## src/rtl/clksel_pkg.sv

```systemverilog
package clksel_pkg;

    localparam int NUM_SRC = 6;

    typedef enum logic [2:0] {
        SRC_EXT    = 3'd0,
        SRC_PLL    = 3'd1,
        SRC_RCOSC  = 3'd2,
        SRC_LF128  = 3'd3,
        SRC_LFXTAL = 3'd4,
        SRC_HFXTAL = 3'd5
    } src_e;

    typedef enum logic [1:0] {
        ST_RESET_DLY = 2'd0,
        ST_SRC_DLY   = 2'd1,
        ST_RUN       = 2'd2,
        ST_PDOWN     = 2'd3
    } seq_e;

    typedef struct packed {
        logic valid;
        logic compat;
        src_e src;
    } sel_t;

    function automatic sel_t decode_sel(input logic [3:0] code);
        sel_t r;
        r.valid  = 1'b1;
        r.compat = 1'b0;
        r.src    = SRC_EXT;
        casez (code)
            4'b0000: r.src = SRC_EXT;
            4'b0001: r.src = SRC_PLL;
            4'b0010: r.src = SRC_RCOSC;
            4'b0011: begin
                r.src    = SRC_RCOSC;
                r.compat = 1'b1;
            end
            4'b0100: r.src = SRC_LF128;
            4'b0110: r.src = SRC_LFXTAL;
            4'b1???: r.src = SRC_HFXTAL;
            default: r.valid = 1'b0;
        endcase
        return r;
    endfunction

endpackage

```

## src/rtl/clksel_decode.sv

```systemverilog
module clksel_decode
    import clksel_pkg::*;
(
    input  logic [3:0] code,
    output sel_t       sel,
    output logic       reserved
);

    always_comb begin
        sel      = decode_sel(code);
        reserved = ~sel.valid;
    end

endmodule

```

## src/rtl/clksel_mux.sv

```systemverilog
module clksel_mux
    import clksel_pkg::*;
#(
    parameter int LS_DIV = 8
) (
    input  logic               clk,
    input  logic               rst,
    input  logic [NUM_SRC-1:0] src_en,
    input  sel_t               sel,
    input  logic               low_speed_req,
    input  logic               run,
    output logic               src_tick,
    output logic               sys_en
);

    localparam int DMAX = (LS_DIV > 4) ? LS_DIV : 4;
    localparam int DW   = $clog2(DMAX);

    logic [NUM_SRC-1:0] hit;
    logic [DW-1:0]      div_cnt;
    logic [DW-1:0]      div_lim;

    // one gate per source, only the decoded one may pass
    for (genvar g = 0; g < NUM_SRC; g++) begin : g_src
        assign hit[g] = src_en[g] & sel.valid & (sel.src == src_e'(g));
    end

    assign src_tick = |hit;

    // compatibility mode wins over the low-speed request
    always_comb begin
        if (sel.compat)
            div_lim = DW'(3);
        else if (low_speed_req)
            div_lim = DW'(LS_DIV - 1);
        else
            div_lim = '0;
    end

    always_ff @(posedge clk) begin
        if (rst || !run)
            div_cnt <= '0;
        else if (src_tick)
            div_cnt <= (div_cnt >= div_lim) ? '0 : div_cnt + 1'b1;
    end

    assign sys_en = run & src_tick & (div_cnt == '0);


    compat_gap_chk: assert property (@(posedge clk) disable iff (rst)
        (sel.compat && sys_en) |=> !sys_en);


    ls_gap_chk: assert property (@(posedge clk) disable iff (rst)
        (!sel.compat && low_speed_req && sys_en) |=> !sys_en);

endmodule

```

## src/rtl/clksel_seq.sv

```systemverilog
module clksel_seq
    import clksel_pkg::*;
#(
    parameter int SRC_DLY   = 16,
    parameter int WDT_SHORT = 512,
    parameter int WDT_LONG  = 8192
) (
    input  logic clk,
    input  logic rst,
    input  logic long_tmo,
    input  logic wdt_en,
    input  logic src_tick,
    input  logic pd_req,
    input  logic wake,
    output seq_e state
);

    localparam int CW = $clog2(WDT_LONG);
    localparam int SW = $clog2(SRC_DLY + 1);

    logic [CW-1:0] wcnt;
    logic [SW-1:0] scnt;
    logic [CW-1:0] wlim;

    assign wlim = long_tmo ? CW'(WDT_LONG - 1) : CW'(WDT_SHORT - 1);

    always_ff @(posedge clk) begin
        if (rst) begin
            state <= ST_RESET_DLY;
            wcnt  <= '0;
            scnt  <= '0;
        end else begin
            case (state)
                ST_RESET_DLY: begin
                    if (wdt_en) begin
                        if (wcnt == wlim) begin
                            state <= ST_SRC_DLY;
                            wcnt  <= '0;
                            scnt  <= '0;
                        end else begin
                            wcnt <= wcnt + 1'b1;
                        end
                    end
                end
                ST_SRC_DLY: begin
                    if (src_tick) begin
                        if (scnt == SW'(SRC_DLY - 1)) begin
                            state <= ST_RUN;
                            scnt  <= '0;
                        end else begin
                            scnt <= scnt + 1'b1;
                        end
                    end
                end
                ST_RUN: begin
                    if (pd_req) state <= ST_PDOWN;
                end
                ST_PDOWN: begin
                    if (wake) begin
                        state <= ST_SRC_DLY;
                        scnt  <= '0;
                    end
                end
                default: state <= ST_RESET_DLY;
            endcase
        end
    end


    rst_to_src_chk: assert property (@(posedge clk) disable iff (rst)
        (state == ST_SRC_DLY && $past(state) == ST_RESET_DLY) |-> $past(wdt_en));


    run_entry_chk: assert property (@(posedge clk) disable iff (rst)
        (state == ST_RUN && $past(state) != ST_RUN)
            |-> ($past(state) == ST_SRC_DLY && $past(src_tick)));


    wake_path_chk: assert property (@(posedge clk) disable iff (rst)
        (state == ST_SRC_DLY && $past(state) == ST_PDOWN) |-> $past(wake));


    pdown_hold_chk: assert property (@(posedge clk) disable iff (rst)
        (state == ST_PDOWN && !wake) |=> state == ST_PDOWN);

endmodule

```

## src/rtl/clksel_top.sv

```systemverilog
module clksel_top
    import clksel_pkg::*;
#(
    parameter int SRC_DLY   = 16,
    parameter int LS_DIV    = 8,
    parameter int WDT_SHORT = 512,
    parameter int WDT_LONG  = 8192
) (
    input  logic               clk,
    input  logic               rst,
    input  logic [3:0]         sel_code,
    input  logic               long_tmo,
    input  logic               low_speed_req,
    input  logic               pd_req,
    input  logic               wake,
    input  logic               wdt_en,
    input  logic [NUM_SRC-1:0] src_en,
    output logic               sys_clk_en,
    output logic               core_run,
    output logic               sel_reserved
);

    sel_t sel;
    seq_e state;
    logic src_tick;
    logic run;

    clksel_decode u_dec (
        .code     (sel_code),
        .sel      (sel),
        .reserved (sel_reserved)
    );

    clksel_seq #(
        .SRC_DLY   (SRC_DLY),
        .WDT_SHORT (WDT_SHORT),
        .WDT_LONG  (WDT_LONG)
    ) u_seq (
        .clk      (clk),
        .rst      (rst),
        .long_tmo (long_tmo),
        .wdt_en   (wdt_en),
        .src_tick (src_tick),
        .pd_req   (pd_req),
        .wake     (wake),
        .state    (state)
    );

    assign run      = (state == ST_RUN) & sel.valid;
    assign core_run = run;

    clksel_mux #(
        .LS_DIV (LS_DIV)
    ) u_mux (
        .clk           (clk),
        .rst           (rst),
        .src_en        (src_en),
        .sel           (sel),
        .low_speed_req (low_speed_req),
        .run           (run),
        .src_tick      (src_tick),
        .sys_en        (sys_clk_en)
    );


    reserved_quiet_chk: assert property (@(posedge clk) disable iff (rst)
        sel_reserved |-> (!core_run && !sys_clk_en));


    gate_chk: assert property (@(posedge clk) disable iff (rst)
        sys_clk_en |-> core_run);


    always_comb begin
        if (rst && state == ST_RESET_DLY)
            rst_quiet_chk: assert (!core_run && !sys_clk_en);
    end

endmodule

```

## config.mk

```make
export PLATFORM = sky130hd
export DESIGN_NAME = clksel_top
export DESIGN_NICKNAME = d
export VERILOG_FILES = /design/src/rtl/clksel_pkg.sv /design/src/rtl/clksel_decode.sv /design/src/rtl/clksel_mux.sv /design/src/rtl/clksel_seq.sv /design/src/rtl/clksel_top.sv
export SDC_FILE = /design/constraint.sdc
export NUM_CORES = 1
export LEC_CHECK = 0
export ABC_AREA = 1
export BUFFER_PORTS_ARGS = -buffer_cell sky130_fd_sc_hd__buf_4
export CORE_MARGIN = 2
export CORE_UTILIZATION = 26
export CTS_BUF_LIST = sky130_fd_sc_hd__clkbuf_2 sky130_fd_sc_hd__clkbuf_4 sky130_fd_sc_hd__clkbuf_8
export DETAILED_ROUTE_END_ITERATION = 8
export SLEW_MARGIN = 20
export SYNTH_ARGS = -nofsm -noshare
export SYNTH_HDL_FRONTEND = slang
export SYNTH_SLANG_ARGS = --single-unit
export TNS_END_PERCENT = 100
```

## constraint.sdc

```tcl
create_clock -name clk -period 4.1 [get_ports clk]
set_input_delay 0.41 -clock clk [delete_from_list [all_inputs] [get_ports clk]]
set_output_delay 0.41 -clock clk [all_outputs]
set_load 0.01 [all_outputs]
```

## After elaboration in Yosys (flattened, before gate mapping)

Cells that the tools add are included.

| word-level totals | value |
|---|---|
| register bits | 23 |
| bits of input ports | 17 |
| output and inout port bits | 3 |

| cells by class | value |
|---|---|
| $add $sub $neg | 3 |
| magnitude comparators | 1 |
| equal/unequal tests | 21 |
| muxes and demuxes | 21 |
| bitwise operators | 16 |
| reductions and logical operators | 13 |

Operator list:

| operator | count |
|---|---|
| $mux 13 | 2 |
| $mux 5 | 5 |
| $and 1x1->1 | 15 |
| $pmux 3 s5 | 1 |
| $pmux 5 s3 | 1 |
| $add 13x1->13 const B | 1 |
| $eq 13x13->1 | 1 |
| $mux 2 | 6 |
| $mux 3 | 3 |
| $eq 4x2->1 const B | 2 |
| $eq 4x3->1 const B | 2 |
| $pmux 2 s4 | 1 |
| $reduce_or 7->1 | 1 |
| $eq 3x2->1 const B | 2 |
| $eq 3x3->1 const B | 2 |
| $logic_not 3->1 | 2 |
| $ne 2x1->1 const B | 3 |
| $ne 2x2->1 const B | 3 |
| $reduce_and 6->1 | 1 |
| $reduce_or 6->1 | 1 |
| $add 5x1->5 const B | 1 |
| $eq 5x4->1 const B | 1 |
| $reduce_and 5->1 | 1 |
| $eq 2x2->1 const B | 2 |
| 14 further kinds | 15 |

## Logic depth before layout (Yosys ltp)

| logic depth | value |
|---|---|
| depth after elaboration | 8 |
| depth in mapped cells | 12 |

## By module

Synthesis repeated with hierarchy kept, for this count alone.

| unflattened totals | value |
|---|---|
| cells, all modules | 265 |
| area, all modules | 1701.6 um^2 |

By module, submodules not included:

| module | times used | cells an instance | area an instance (um^2) | seq. area each (um^2) |
|---|---|---|---|---|
| clksel_seq | 1 | 185 | 1199.9 | 400.4 |
| clksel_mux | 1 | 62 | 405.4 | 60.1 |
| clksel_decode | 1 | 16 | 86.3 | 0.0 |
| clksel_top | 1 | 2 | 10.0 | 0.0 |

## Least setup slack after synthesis

No wires, ideal clock.

| path | value |
|---|---|
| kind | register to register |
| start point | reg u_seq.state[0] |
| end point | reg u_seq.wcnt[10] |
| library setup time | 128 ps |
| arrival time | 1461 ps |
| path slack | 2512 ps |
| cell stages (with the launch flop) | 11 |
| buffers on the path | 0 |
| period minus slack after synthesis | 1588 ps |
| cell sequence | dfxtp_1 inv_1 ha_1 nand2_4 nor3_2 nand2_1 nor2_2 nand2_2 nor2_2 xor2_1 nor2_1 |

| on the way | value |
|---|---|
| longest elaborated chain between the ends | 2 |

Ends and longest elaborated chain:

| element | RTL line | RTL |
|---|---|---|
| from (decl) | clksel_seq.sv:15 | `output seq_e state` |
| from (signal assigned) | clksel_seq.sv:29 | `state <= ST_RESET_DLY;` |
| from (signal assigned) | clksel_seq.sv:37 | `state <= ST_SRC_DLY;` |
| from (signal assigned) | clksel_seq.sv:48 | `state <= ST_RUN;` |
| $logic_not 2->1 | clksel_seq.sv:33 | `case (state)` |
| $reduce_and 2->1 (no source line) | - |  |
| to (signal assigned) | clksel_seq.sv:41 | `wcnt <= wcnt + 1'b1;` |
| to (decl) | clksel_seq.sv:21 | `logic [CW-1:0] wcnt;` |

No other way between the ends.
A chain may end at the register's enable or synchronous reset.

## Final worst setup path

| path | value |
|---|---|
| start point | reg u_seq.state[0] |
| end point | out sys_clk_en |

| on the way | value |
|---|---|
| longest elaborated chain between the ends | 4 |

Ends and longest elaborated chain:

| element | RTL line | RTL |
|---|---|---|
| $eq 2x2->1 | clksel_top.sv:49 | `assign run = (state == ST_RUN) & sel.valid;` |
| $and 1x1->1 | clksel_top.sv:49 |  |
| $and 1x1->1 (2 in a row) | clksel_mux.sv:47 | `assign sys_en = run & src_tick & (div_cnt == '0);` |
| to (decl) | clksel_top.sv:18 | `output logic sys_clk_en,` |

No other way between the ends.

==> flow_metrics.py <==
metrics = {
    "pwr": {
        "vdd_drop_max_uv": 98.6,
        "power.density_nw_per_um2": 262,
        "p_leak_nw": 0.762,
        "p_switching_uw": 132,
        "p_int_uw": 332,
        "seqPwrFrac_pct": 50.7,
        "swShare_pct": 28.4,
        "comb_power_share_pct": 18.9,
        "power_frac_clock_pct": 30.5,
    },
    "sta": {
        "clock_skew_ns": 0.00683,
        "fmax_ghz": 0.540,
        "rsz0062_at_grt": "no",
        "setup_viol_count_final": 0,
        "slew_violations": 0,
        "slew_headroom_pct": 69.6,
        "tns_ns": 0,
        "worst_pin_slew_ns": 0.455,
        "timing.final.hold_violations": 0,
        "finalCritPeriodShare_pct": 45.1,
        "fin_crit_ns": 1.85,
    },
    "setup_path": {
        "crit_required_ns": 3.69,
        "cp.depth": 7,
        "path_cells": "inv_1 > ha_1 > inv_1 > nor2_1 > nand3_1 > nor2_1 > buf_4",
        "cp_slowest_stage_delay_ns": 0.35,
        "critPathBufInv": 3,
        "crit_type": "reg -> out",
        "crit_arrival_ns": 1.44,
        "slowest_stage": "dfxtp_1",
        "startpoint_type": "flip-flop",
        "crit_end": "sys_clk_en",
        "rrSetupSlack_ns": 2.34,
        "worstSetupStartpoint": "u_seq.state[0]$_SDFFE_PP0P_",
        "cp-end-kind": "output pin",
        "rr_startpoint": "u_seq.state[0]$_SDFFE_PP0P_",
        "worst-path-max-fanout": 4,
        "r2r_cells": 10,
        "worstReg2RegEnd": "u_seq.wcnt[10]$_SDFFE_PP0P_",
        "critPathTopFamily": "flip-flops",
    },
    "final_layout": {
        "drive_gt1_share_pct": 17.4,
        "fin_nets": 267,
        "antenna_cells": 0,
        "n_fill_cell": 617,
        "area_delta_synth_final_pct": 18.4,
        "final_core_util_pct": 31.9,
    },
    "detailed_routing": {
        "ant_nets": 0,
        "post_drt_wl_per_cell_um": 9.54,
        "dr_total_vias": 1356,
        "viasPerCell": 4.40,
        "wirelength_um": 2940,
        "dr.pass1.iters": 4,
        "drcViolationCount": 0,
        "drt_iter0_drc": 65,
    },
    "synth": {
        "synthCells": 214,
        "avgSynthCellArea_um2": 6.98,
        "synth.distinct_cells": 32,
        "syn_area_um2": 1490,
        "synth_nets": 244,
        "ys_ff_latch": 23,
        "yosys_warnings": 0,
        "synth-seq-area-share_pct": 30.8,
    },
    "clocking": {
        "clock_latency_ns": 0.26,
        "htreeDepth": 1,
        "clk_pin_slew_ns": 0.09,
        "ctsHoldBuffers": 0,
        "cts_tree": "done",
        "cts_resized": 0,
        "cts.sinks": 23,
        "post-cts-setup-buffers": 0,
        "cts_max_path_buffers": 2,
        "cts_root_buf": "clkbuf_8",
        "cts_made_buffers": 3,
    },
    "place": {
        "hpwl_um": 2310,
        "portBuffers": 19,
        "routabilityCongestion": 0.825,
    },
    "global_routing": {
        "grt.total_usage_pct": 10.1,
        "met3_usage_pct": 1.70,
        "grt_pass1_wl_um": 5290,
        "grt_use_met1_pct": 12.9,
        "grt_max_degree": 14,
        "grt_antenna_before_repair": 0,
        "overflow": 0,
        "grt_pass1_vias": 1310,
        "grtUsageMet2_pct": 17.5,
        "top_usage_layer": "met2",
    },
    "die": {
        "die_w_um": 79.8,
        "dieHeight_um": 79.8,
        "core_area_um2": 5540,
        "start_util_pct": 26.9,
        "die_area_um2": 6360,
        "io_pins": 20,
        "core.rowCount": 27,
    },
    "flow_run": {
        "drv_cap": 0,
    },
    "worst_hold_path": {
        "holdCritPathClass": "in -> reg",
        "whs_path_depth": 2,
    },
    "outcome": {
        "status": "complete, no violations",
    },
}
worst register-to-register path, stage by stage (launching register included):
cell and delay [ns]:
dfxtp_1 0.35, inv_1 0.13, ha_1 0.27, nand2_4 0.14
nor3_2 0.16, nand2_1 0.10, nor2_2 0.15, nand2_2 0.09
nor2_2 0.09, xor2_1 0.14, nor2_1 0.05
kinds of logic (layout without fill, tap and decap cells):
family          Yosys count  after routing  share of synthesized area (%)
fa+ha+maj                13             13                           10.9
flops                    23             23                           30.8
compound gates           17             17                           6.79
simple gates            121            121                           38.4
xor+xnor                  9              9                           5.28
buf+inv                  31             53                           7.79
power groups by stage:
| stage | Clock, mW | Combinational (mW) | Sequential [mW] |
|---|---|---|---|
| CTS | 0.148 | 0.0885 | 0.235 |
| floorplan | 0 | 0.0597 | 0.239 |
| global placement | 0 | 0.0876 | 0.240 |
| detailed placement | 0 | 0.0881 | 0.240 |
| finish | 0.141 | 0.0874 | 0.235 |
| global route | 0.156 | 0.100 | 0.236 |
metal layers:
metal  share of wire, %  vias up  routed length (um)
li1                   -      725                   -
met1                 49      613                1440
met2                 48       16                1400
met3                2.2        2                  64
met4                1.1        0                  31
met5                  0        -                   0
layout make-up:
class	count	area (um^2)	area share [%]
multi-input combinational	160	916	51.8
inverter	30	113	6.37
tap	72	90.1	5.10
timing repair buffer	19	143	8.07
clock inverter	1	5.00	0.283
sequential	23	460	26.0
clock buffer	3	41.3	2.34
Yosys cell counts:
cell      count  area, um^2
a211oi_1      1        7.51
a21boi_0      1        7.51
a21oi_1       8        40.0
and3_1        1        6.26
clkbuf_1      1        3.75
clkinv_1      1        3.75
dfxtp_1      23         460
ha_1         13         163
inv_1        26        97.6
inv_2         3        11.3
nand2_1      40         150
nand2_2       3        18.8
nand2_4       1        11.3
nand3_1       9        45.0
nand3_2       2        20.0
nand3_4       1        17.5
nand4_1       6        37.5
nor2_1       39         146
nor2_2        5        31.3
nor3_1        9        45.0
nor3_2        1        10.0
nor3b_1       2        15.0
nor3b_2       1        12.5
o21a_1        1        7.51
o21ai_0       1        5.00
o21ai_1       1        5.00
o21ai_2       1        8.76
o21bai_1      1        7.51
o22ai_1       2        12.5
or2_1         1        6.26
xnor2_1       2        17.5
xor2_1        7        61.3
placed cells by master, fill, tap and decap left out, types with 6 or more instances in the layout:
master    n
nand4_1   6
ha_1     13
buf_4    19
nor3_1    9
xor2_1    7
dfxtp_1  23
nor2_1   39
inv_1    26
nand3_1   9
nand2_1  40
a21oi_1   8
metrics by stage:
stage | power [mW] | hold slack, ns | area (um^2) | worst slack (ns) | std cells
finish | 0.464 | 0.411 | 1770 | 2.25 | 308
global route | 0.492 | 0.407 | 1770 | 2.11 | 308
CTS | 0.471 | 0.400 | 1770 | 2.22 | 308
detailed placement | 0.329 | 0.474 | 1720 | 2.23 | 304
global placement | 0.328 | 0.469 | 1720 | 2.30 | 304
floorplan | 0.299 | 0.455 | 1490 | 2.51 | 214
worst min-delay path by stage:
stage	startpoint	endpoint	slack, ns
3_5_place_dp	u_mux.div_cnt[0]$_SDFFE_PP0P_	u_mux.div_cnt[0]$_SDFFE_PP0P_	0.47
5_1_grt	rst	u_seq.wcnt[12]$_SDFFE_PP0P_	0.41
2_1_floorplan	u_mux.div_cnt[0]$_SDFFE_PP0P_	u_mux.div_cnt[0]$_SDFFE_PP0P_	0.46
4_1_cts	rst	u_seq.scnt[0]$_SDFFE_PP0P_	0.40
6_report	rst	u_seq.scnt[0]$_SDFFE_PP0P_	0.41
3_3_place_gp	u_mux.div_cnt[0]$_SDFFE_PP0P_	u_mux.div_cnt[0]$_SDFFE_PP0P_	0.47
registers in the layout (all words and copies together), names as in the netlist:
register,count
u_mux.div_cnt,3
u_seq.scnt,5
u_seq.state,2
u_seq.wcnt,13
No activity file was read; power rests on OpenSTA's default activity.
